## config.mk

```make
export PLATFORM = sky130hd
export DESIGN_NAME = plat_status_regs
export DESIGN_NICKNAME = d
export VERILOG_FILES = /design/src/rtl/plat_regs_pkg.sv /design/src/rtl/plat_decode.sv /design/src/rtl/plat_rdmux.sv /design/src/rtl/plat_rst_pulse.sv /design/src/rtl/plat_status_regs.sv
export SDC_FILE = /design/constraint.sdc
export NUM_CORES = 1
export LEC_CHECK = 0
export ABC_AREA = 1
export BUFFER_PORTS_ARGS = -buffer_cell sky130_fd_sc_hd__buf_2
export CAP_MARGIN = 25
export CORE_MARGIN = 3
export CORE_UTILIZATION = 35
export CTS_CLUSTER_DIAMETER = 200
export DETAILED_ROUTE_END_ITERATION = 7
export GPL_ROUTABILITY_DRIVEN = 0
export PLACE_DENSITY_LB_ADDON = 0.1
export SYNTH_ARGS = -nofsm -noshare
export SYNTH_HDL_FRONTEND = slang
export SYNTH_SLANG_ARGS = --single-unit
```

## constraint.sdc

```tcl
create_clock -name clk -period 1.1 [get_ports clk]
set_input_delay 0 -clock clk [delete_from_list [all_inputs] [get_ports clk]]
set_output_delay 0 -clock clk [all_outputs]
set_load 0.02 [all_outputs]
```

## src/rtl/plat_regs_pkg.sv

```systemverilog
`timescale 1ns/1ps
package plat_regs_pkg;

  localparam int unsigned WORD_W      = 32;
  localparam int unsigned OFF_ID0     = 'h000;
  localparam int unsigned OFF_ID1     = 'h004;
  localparam int unsigned OFF_ID2     = 'h008;
  localparam int unsigned OFF_RSTCTL  = 'h010;
  localparam int unsigned OFF_MEMSTAT = 'h014;
  localparam int unsigned OFF_LINKSTA = 'h018;
  localparam int unsigned OFF_CLKDIV  = 'h030;
  localparam int unsigned OFF_BLDCFG  = 'h034;
  localparam int unsigned OFF_MEMCFG  = 'h038;
  localparam int unsigned RST_TRIG_BIT = 4;
  localparam int unsigned FULL_BYTES   = 4;

  // One bit per decoded register; at most one is set per cycle.
  typedef struct packed {
    logic ident;
    logic rstctl;
    logic memstat;
    logic linksta;
    logic clkdiv;
    logic bldcfg;
    logic memcfg;
  } reg_hit_t;

  function automatic logic [WORD_W-1:0] memstat_word();
    logic [WORD_W-1:0] w;
    w = '0;
    w[0] = 1'b1;
    w[2] = 1'b1;
    return w;
  endfunction

  function automatic logic [WORD_W-1:0] clkdiv_word(input int unsigned mhz);
    logic [7:0] f;
    f = mhz[7:0];
    return {8'd1, 8'd1, f, 8'd1};
  endfunction

  function automatic logic [WORD_W-1:0] bldcfg_word();
    logic [WORD_W-1:0] w;
    w = '0;
    w[3:1] = 3'b111;
    return w;
  endfunction

  function automatic logic [WORD_W-1:0] memcfg_word(input int unsigned gib);
    logic [3:0] g;
    g = gib[3:0];
    return {16'h0000, 12'hFFF, g};
  endfunction

endpackage

```

## src/rtl/plat_decode.sv

```systemverilog
`timescale 1ns/1ps
module plat_decode
  import plat_regs_pkg::*;
#(
  parameter int unsigned ADDR_W  = 12,
  parameter int unsigned BYTES_W = 4
) (
  input  logic               req_valid,
  input  logic               req_write,
  input  logic [ADDR_W-1:0]  req_addr,
  input  logic [BYTES_W-1:0] req_bytes,
  output logic               rd_fire,
  output logic               wr_full,
  output reg_hit_t           hit
);
  localparam logic [ADDR_W-1:0]  A_ID0     = ADDR_W'(OFF_ID0);
  localparam logic [ADDR_W-1:0]  A_ID1     = ADDR_W'(OFF_ID1);
  localparam logic [ADDR_W-1:0]  A_ID2     = ADDR_W'(OFF_ID2);
  localparam logic [ADDR_W-1:0]  A_RSTCTL  = ADDR_W'(OFF_RSTCTL);
  localparam logic [ADDR_W-1:0]  A_MEMSTAT = ADDR_W'(OFF_MEMSTAT);
  localparam logic [ADDR_W-1:0]  A_LINKSTA = ADDR_W'(OFF_LINKSTA);
  localparam logic [ADDR_W-1:0]  A_CLKDIV  = ADDR_W'(OFF_CLKDIV);
  localparam logic [ADDR_W-1:0]  A_BLDCFG  = ADDR_W'(OFF_BLDCFG);
  localparam logic [ADDR_W-1:0]  A_MEMCFG  = ADDR_W'(OFF_MEMCFG);
  localparam logic [BYTES_W-1:0] B_FULL    = BYTES_W'(FULL_BYTES);

  logic full_word;

  always_comb begin
    full_word = req_valid && (req_bytes == B_FULL);
    rd_fire   = req_valid && !req_write;
    wr_full   = full_word && req_write;
    hit       = '0;
    if (full_word) begin
      hit.ident   = (req_addr == A_ID0) || (req_addr == A_ID1) || (req_addr == A_ID2);
      hit.rstctl  = (req_addr == A_RSTCTL);
      hit.memstat = (req_addr == A_MEMSTAT);
      hit.linksta = (req_addr == A_LINKSTA);
      hit.clkdiv  = (req_addr == A_CLKDIV);
      hit.bldcfg  = (req_addr == A_BLDCFG);
      hit.memcfg  = (req_addr == A_MEMCFG);
    end
  end
endmodule

```

## src/rtl/plat_rdmux.sv

```systemverilog
`timescale 1ns/1ps
module plat_rdmux
  import plat_regs_pkg::*;
#(
  parameter int unsigned MEM_GIB   = 2,
  parameter int unsigned TIMER_MHZ = 50
) (
  input  reg_hit_t            hit,
  output logic [WORD_W-1:0]   rd_word
);
  localparam logic [WORD_W-1:0] V_MEMSTAT = memstat_word();
  localparam logic [WORD_W-1:0] V_CLKDIV  = clkdiv_word(TIMER_MHZ);
  localparam logic [WORD_W-1:0] V_BLDCFG  = bldcfg_word();
  localparam logic [WORD_W-1:0] V_MEMCFG  = memcfg_word(MEM_GIB);

  // Identifier, reset-control and link-status words read as zero.
  always_comb begin
    rd_word = '0;
    if (hit.memstat) rd_word = V_MEMSTAT;
    if (hit.clkdiv)  rd_word = V_CLKDIV;
    if (hit.bldcfg)  rd_word = V_BLDCFG;
    if (hit.memcfg)  rd_word = V_MEMCFG;
  end
endmodule

```

## src/rtl/plat_rst_pulse.sv

```systemverilog
`timescale 1ns/1ps
module plat_rst_pulse
  import plat_regs_pkg::*;
(
  input  logic              clk,
  input  logic              rst_n,
  input  logic              wr_full,
  input  logic              hit_rstctl,
  input  logic [WORD_W-1:0] wdata,
  output logic              trig_now,
  output logic              pulse
);
  logic unused_wbits;
  assign unused_wbits = ^wdata;
  assign trig_now     = wr_full && hit_rstctl && wdata[RST_TRIG_BIT];

  always_ff @(posedge clk) begin
    if (!rst_n) pulse <= 1'b0;
    else        pulse <= trig_now;
  end
endmodule

```

## src/rtl/plat_status_regs.sv

```systemverilog
`timescale 1ns/1ps
module plat_status_regs
  import plat_regs_pkg::*;
#(
  parameter int unsigned ADDR_W    = 12,
  parameter int unsigned MEM_GIB   = 2,
  parameter int unsigned TIMER_MHZ = 50
) (
  input  logic              clk,
  input  logic              rst_n,
  input  logic              req_valid,
  input  logic              req_write,
  input  logic [ADDR_W-1:0] req_addr,
  input  logic [3:0]        req_bytes,
  input  logic [31:0]       req_wdata,
  output logic [31:0]       rdata,
  output logic              sys_reset_req
);
  reg_hit_t          hit;
  logic              rd_fire;
  logic              wr_full;
  logic              trig_now;
  logic [WORD_W-1:0] rd_word;

  plat_decode #(.ADDR_W(ADDR_W), .BYTES_W(4)) u_dec (
    .req_valid (req_valid),
    .req_write (req_write),
    .req_addr  (req_addr),
    .req_bytes (req_bytes),
    .rd_fire   (rd_fire),
    .wr_full   (wr_full),
    .hit       (hit)
  );

  plat_rdmux #(.MEM_GIB(MEM_GIB), .TIMER_MHZ(TIMER_MHZ)) u_mux (
    .hit     (hit),
    .rd_word (rd_word)
  );

  plat_rst_pulse u_rst (
    .clk        (clk),
    .rst_n      (rst_n),
    .wr_full    (wr_full),
    .hit_rstctl (hit.rstctl),
    .wdata      (req_wdata),
    .trig_now   (trig_now),
    .pulse      (sys_reset_req)
  );

  always_ff @(posedge clk) begin
    if (!rst_n)       rdata <= '0;
    else if (rd_fire) rdata <= rd_word;
  end
endmodule

```

-- After elaboration in Yosys (flattened, before gate mapping)
Cells that the tools add are included.
- equality and inequality tests: 7
- multiplexer cells: 5
- reductions and logical operators: 6
- operators with widths (kind ; count):
    $mux W25 ; 3
    $eq A12 B5 Y1 const B ; 3
    $eq A12 B6 Y1 const B ; 3
    $mux W6 ; 1
    $logic_and A1 B1 Y1 ; 5
    $eq A4 B3 Y1 const B ; 1
    $mux W3 ; 1
    $logic_not A1 Y1 ; 1
- bits in registers: 33
- logic and storage cells: 20

-- Logic depth before layout (Yosys ltp)
Gate-level depths: netlist of run 1.
- depth in word-level cells: 7
- mapped depth: 8

-- Hierarchy
Synthesis of run 1 repeated with hierarchy kept, for this count alone.
- cells, all modules: 285
- area, all modules: 1818.0 sq um
- modules (own cells, without submodules) (module ; times used ; cells each ; area each (sq um) ; sequential area each (sq um)):
    plat_status_regs ; 1 ; 202 ; 1335.0 ; 640.6
    plat_rdmux ; 1 ; 38 ; 247.7 ; 0.0
    plat_decode ; 1 ; 40 ; 191.4 ; 0.0
    plat_rst_pulse ; 1 ; 5 ; 43.8 ; 20.0

-- Worst setup path before layout of run 1
Ideal clock, no wire load.
- path type: reg2reg
- start: reg, netlist name rdata[15]
- end: reg rdata[15]
- library setup time: 70 ps
- data arrival time: 762 ps
- path slack: 268 ps
- stages on the path, launching flop included: 3
- path buffers: 0
- period minus slack after synthesis: 832 ps
- path through: dfxtp_1 o21ai_1 a21oi_1
- RTL lines (what ; line ; source):
    end signal: assignment ; plat_status_regs.sv:52 ; else if (rd_fire) rdata <= rd_word;
    end: declaration ; plat_status_regs.sv:16 ; output logic [31:0] rdata,

==> results of run 1 <==
cells in the final DEF, fill, tap and decap left out:
| cell type | instances |
|---|---|
| inv_2 | 1 |
| buf_2 | 39 |
| nor2_1 | 6 |
| a21oi_1 | 4 |
| buf_4 | 1 |
| nand4_1 | 4 |
| clkbuf_4 | 3 |
| nor3_4 | 1 |
| nor3_1 | 1 |
| nand2_1 | 14 |
| nor2_4 | 4 |
| inv_1 | 12 |
| and3_1 | 1 |
| a21oi_2 | 2 |
| nor2_2 | 4 |
| o21ai_1 | 2 |
| nand3_2 | 1 |
| nand2_2 | 2 |
| nand3_1 | 6 |
| nand2_4 | 2 |
| dfxtp_1 | 8 |
| conb_1 | 14 |
layer usage:
layer | part of all wire | global-route usage
met3 | 0.13 | 0.0458
met2 | 0.43 | 0.163
met5 | 0 | 0
met1 | 0.42 | 0.122
met4 | 0.013 | 0.0393
per-stage QoR:
step | hold WS [ns] | util
6_report | 0.0144 | 0.456
5_1_grt | 0.0103 | 0.456
4_1_cts | 0.0142 | 0.456
3_5_place_dp | 0.277 | 0.444
3_3_place_gp | 0.282 | 0.444
2_1_floorplan | 0.136 | -
path summary, 6_finish.rpt:
path / end / startpoint / depth (start not counted)
max reg2reg: rdata[15] / rdata[15] / 2
min reg2reg: rdata[3] / rdata[3] / 2
min: u_rst.pulse / req_wdata[4] / 3
max: rdata[5] / rdata[15] / 1
logic make-up (layout without fill, tap and decap cells):
kind of cell / Yosys count / after routing / share of synthesized area
simple gates: 46 / 46 / 0.373
buf+inv: 39 / 56 / 0.338
compound gates: 8 / 8 / 0.0650
flops: 8 / 8 / 0.219
other cells: 1 / 14 / 0.00512
report_power, final:
part	internal, mW	switching, mW	leakage (nW)
clock network	0.124	0.0915	0.0138
registers	0.296	0.00633	0.0649
logic	0.0659	0.150	0.407
total	0.487	0.247	0.485
cell type report:
class | count | area (µm²) | area share
Multi-Input combinational cell | 68 | 373 | 0.445
Timing Repair Buffer | 40 | 203 | 0.242
Sequential cell | 8 | 160 | 0.191
Inverter | 13 | 48.8 | 0.0582
Tap cell | 25 | 31.3 | 0.0373
Clock buffer | 3 | 22.5 | 0.0269
state kept, by name (all words and copies together) (netlist names):
signal,flops
u_rst.pulse,1
rdata,7
==> impl_metrics.csv, run 1 <==
group,metric,value,unit
route,drtIter0Drc,13,
global_routing,grt_max_degree,11,
pwr,power_density,876,nW/µm²
yosys,yosysMostFrequentCell,"buf_4",
yosys,yosysSeqAreaShare,0.219,
sta,max_freq,1110,MHz
finish,antenna_cells,0,
pwr,leakagePower,0.485,nW
place,pre_cts_ws,0.189,ns
pwr,ir_drop,629,µV
yosys,syn_area,732,µm²
sta,period_needed,0.898,ns
worst_setup_path,path_cells,"buf_2",
worst_setup_path,cpMaxStageDelayCell,"dfxtp_1",
sta,setup_tns,0,ns
route,drc,0,
global_routing,overflow,0,
clock_network,path_clk_slew,0.05,ns
place,dp.cells,154,
sta,hold_viol,0,
worst_setup_path,slowest_delay,0.44,ns
place,place_area,816,µm²
yosys,synth_common_cells,"buf_4 (25), nand2_1 (14), inv_1 (12)",
clock_network,cts_setup_buffers,0,
sta,fin_crit_sh,0.817,
finish,stdcell_count,157,
sta,maxSlewViolCount,0,
yosys,synth.area.top_cells,"buf_4 (26%), dfxtp_1 (22%), nand2_1 (7.2%), inv_1 (6.2%), nor2_4 (6.2%)",
floorplanning,io_pins,85,
finish,final_net_count,186,
yosys,synth-seq-cells,8,
finish,synthToLayoutAreaGrowth,14.5,%
clock_network,clockBufferDepth,2,
route,ant_nets,0,
yosys,syn_area_per_cell,7.18,µm²
finish,drive_gt1_frac,0.455,
floorplanning,die_width,51.7,µm
floorplanning,std_cell_rows,15,
global_routing,grt_pass1_vias,530,
yosys,synth_cell_types,21,
yosys,async_reset_ff_frac,0,
worst_setup_path,ff2ff_setup_slack,0.39,ns
finish,n_fill_cell,205,
yosys,netlist.area_leader.share,0.256,
global_routing,track_usage,0.103,
clock_network,cts.repair.resized,0,
clock_network,clkSinkCount,8,
place,hpwlAfterDp,1160,µm
global_routing,grt_first_pass_wirelength,2050,µm
worst_setup_path,worstPathRequired,1.10,ns
job,cap_violations,0,
worst_setup_path,crit_fanout,10,
place,portBuffers,39,
worst_setup_path,timing.critical_path.buf_inv,1,
sta,finClkSkew,0,ns
route,wl_per_cell,8.55,µm
sta,rsz0062_at_grt,"no",
worst_setup_path,crit_path_end_kind,"output port",
yosys,synth_top_area_cell,"buf_4",
pwr,total_power,734,µW
sta,fin_ws,0.202,ns
route,routed_wl,1340,µm
route,viasPerCell,4.24,
yosys,synth_edf_count,0,
clock_network,clock_latency,0.25,ns
floorplanning,die_area,2680,µm²
route,drt-pass1-iter-count,4,
worst_setup_path,cp.arrival,0.90,ns
min_path,hold_class,"primary input to register",
yosys,synth_cells,102,
sta,setup_viol,0,
clock_network,cts_tree,"built",
yosys,synth_ff_type,"dfxtp_1",
floorplanning,core,1840,µm²
outcome,outcome,"completed",
floorplanning,initial_utilization,0.398,
finish,final_cell_area,838,µm²
global_routing,antenna_found_initial,0,
clock_network,ctsHoldBuffers,0,
clock_network,cts_made_buffers,3,
yosys,yosys_warnings,0,
worst_setup_path,worstSetupStartpointType,"register",
clock_network,root_buffer,"clkbuf_4",
floorplanning,die_y,51.7,µm
clock_network,htree_levels,1,
worst_setup_path,cp_top_family,"flip-flops",
worst_setup_path,worst-setup-path-type,"register to output port",
route,vias,666,
Note: power is estimated with default switching activity, not from simulation.
==> inputs of run 2 (changes only) <==
--- a/config.mk
+++ b/config.mk
@@ -5,11 +5,11 @@
 export SDC_FILE = /design/constraint.sdc
 export NUM_CORES = 1
 export LEC_CHECK = 0
-export ABC_AREA = 1
+export ABC_AREA = 0
 export BUFFER_PORTS_ARGS = -buffer_cell sky130_fd_sc_hd__buf_2
 export CAP_MARGIN = 25
 export CORE_MARGIN = 3
-export CORE_UTILIZATION = 35
+export CORE_UTILIZATION = 30
 export CTS_CLUSTER_DIAMETER = 200
 export DETAILED_ROUTE_END_ITERATION = 7
 export GPL_ROUTABILITY_DRIVEN = 0
==> constraint.sdc (replaced) <==
create_clock -name clk -period 0.95 [get_ports clk]
set_input_delay 0 -clock clk [delete_from_list [all_inputs] [get_ports clk]]
set_output_delay 0 -clock clk [all_outputs]
set_load 0.02 [all_outputs]
==> impl_metrics.csv, run 2 <==
group,metric,value,unit
global_routing,antenna_found_initial,0,
route,routed_wl,1260,µm
yosys,synth_cells,70,
worst_setup_path,worstPathRequired,0.95,ns
worst_setup_path,crit_fanout,10,
clock_network,cts_setup_buffers,0,
yosys,netlist.area_leader.share,0.309,
yosys,synth_top_area_cell,"buf_4",
outcome,outcome,"finished, violations left",
finish,largest_reg_flops,7,
sta,setup_tns,0,ns
route,ant_nets,0,
worst_setup_path,path_cells,"buf_2",
worst_setup_path,worst-setup-path-type,"register to output port",
sta,setup_viol,0,
route,vias,508,
clock_network,cts_made_buffers,3,
sta,hold_viol,1,
place,pre_cts_ws,-0.0751,ns
yosys,yosysMostFrequentCell,"buf_4",
yosys,yosysSeqAreaShare,0.264,
yosys,syn_area_per_cell,8.67,µm²
finish,final_common_cell,"buf_2",
worst_setup_path,cpMaxStageDelayCell,"dfxtp_2",
outcome,violations,"negative hold slack",
finish,antenna_cells,0,
global_routing,track_usage,0.0962,
yosys,async_reset_ff_frac,0,
finish,stdcell_count,126,
worst_setup_path,cp_top_family,"flip-flops",
pwr,total_power,761,µW
finish,final_cell_mix,"buf_2 (39), conb_1 (14), nand3_1 (10)",
yosys,synth_cell_types,19,
finish,largest_register,"rdata",
route,viasPerCell,4.03,
yosys,yosys_warnings,0,
finish,final_net_count,155,
yosys,synth-seq-cells,8,
clock_network,clkSinkCount,8,
route,wl_per_cell,10.0,µm
floorplanning,die_area,2600,µm²
job,cap_violations,0,
yosys,synth_common_cells,"buf_4 (25), nand3_1 (10), dfxtp_1 (8)",
floorplanning,die_y,51.0,µm
place,dp.cells,121,
sta,finClkSkew,0,ns
worst_setup_path,slowest_delay,0.39,ns
finish,drive_gt1_frac,0.485,
yosys,synth_edf_count,0,
global_routing,grt_pass1_vias,443,
clock_network,cts_tree,"built",
place,portBuffers,39,
floorplanning,io_pins,85,
sta,fin_ws,0.117,ns
global_routing,grt_max_degree,13,
place,place_area,694,µm²
sta,period_needed,0.833,ns
finish,synthToLayoutAreaGrowth,21.6,%
finish,final_cell_area,738,µm²
pwr,power_density,1030,nW/µm²
floorplanning,std_cell_rows,15,
route,drc,0,
pwr,ir_drop,481,µV
yosys,syn_area,607,µm²
floorplanning,core,1820,µm²
min_path,hold_class,"primary input to register",
clock_network,clockBufferDepth,2,
clock_network,root_buffer,"clkbuf_4",
yosys,synth.area.top_cells,"buf_4 (31%), dfxtp_1 (26%), nand3_1 (8.2%), nor4_4 (7.0%), o41ai_2 (5.4%)",
place,hpwlAfterDp,1080,µm
clock_network,path_clk_slew,0.06,ns
yosys,synth_ff_type,"dfxtp_1",
global_routing,grt_first_pass_wirelength,1890,µm
worst_setup_path,worstSetupStartpointType,"register",
finish,reg_top3,"rdata: 7 flops, u_rst.pulse: 1 flops",
sta,rsz0062_at_grt,"no",
pwr,leakagePower,0.394,nW
sta,maxSlewViolCount,0,
worst_setup_path,timing.critical_path.buf_inv,1,
clock_network,htree_levels,1,
route,drtIter0Drc,6,
sta,max_freq,1200,MHz
sta,fin_crit_sh,0.877,
sta,hold_ws,-0.000374,ns
worst_setup_path,crit_path_end_kind,"output port",
clock_network,clock_latency,0.25,ns
floorplanning,die_width,51.0,µm
route,drt-pass1-iter-count,3,
worst_setup_path,cp.arrival,0.83,ns
global_routing,overflow,0,
floorplanning,initial_utilization,0.333,
[run 2: kinds of logic (layout without fill, tap and decap cells)]
family / Yosys count / after routing / share of synthesized area
AO/OA/AOI/OAI: 7 / 7 / 0.0990
XOR/XNOR: 2 / 2 / 0.0289
buffers and inverters: 29 / 47 / 0.334
flip-flops: 8 / 8 / 0.264
other: 1 / 14 / 0.00618
AND/OR/NAND/NOR: 23 / 23 / 0.268
[run 2: report_power, final]
group          leakage, nW  switching, mW  total, mW  internal [mW]
clock network       0.0138          0.121      0.266          0.145
logic                0.316          0.106      0.159         0.0531
registers           0.0649    0.000000977      0.336          0.336
[run 2: worst paths after layout]
check,start,endpoint,slack [ns],cells after the start
hold / removal,req_addr[3],rdata[3],-0.0004,2
setup reg to reg,rdata[15],rdata[15],0.31,2
hold reg to reg,rdata[2],rdata[2],0.45,2
setup / recovery,rdata[15],rdata[14],0.12,1
[run 2: per-layer routing]
layer,vias up,part of all wire,track usage
li1,266,-,-
met1,206,0.41,0.107
met2,34,0.44,0.152
met3,2,0.14,0.0583
met4,0,0.0048,0.0269
met5,-,0,0
[run 2: cell type report]
type / count / area [µm²]
Clock buffer: 3 / 22.5
Multi-Input combinational cell: 46 / 293
Timing Repair Buffer: 42 / 223
Fill cell: 204 / 1080
Inverter: 2 / 7.51
Tap cell: 25 / 31.3
Sequential cell: 8 / 161
[run 2: through the flow]
step / utilization / hold slack (ns)
finish: 0.405 / -0.000374
global route: 0.405 / 0.00299
CTS: 0.405 / 0.000635
detailed placement: 0.381 / 0.256
global placement: 0.381 / 0.257
floorplan: - / 0.102
[run 2: what timing repair did]
action,CTS,global route
hold endpoints to repair,1,0
hold buffers,2,0
resized for setup,0,1
endpoints found under the setup margin,0,9
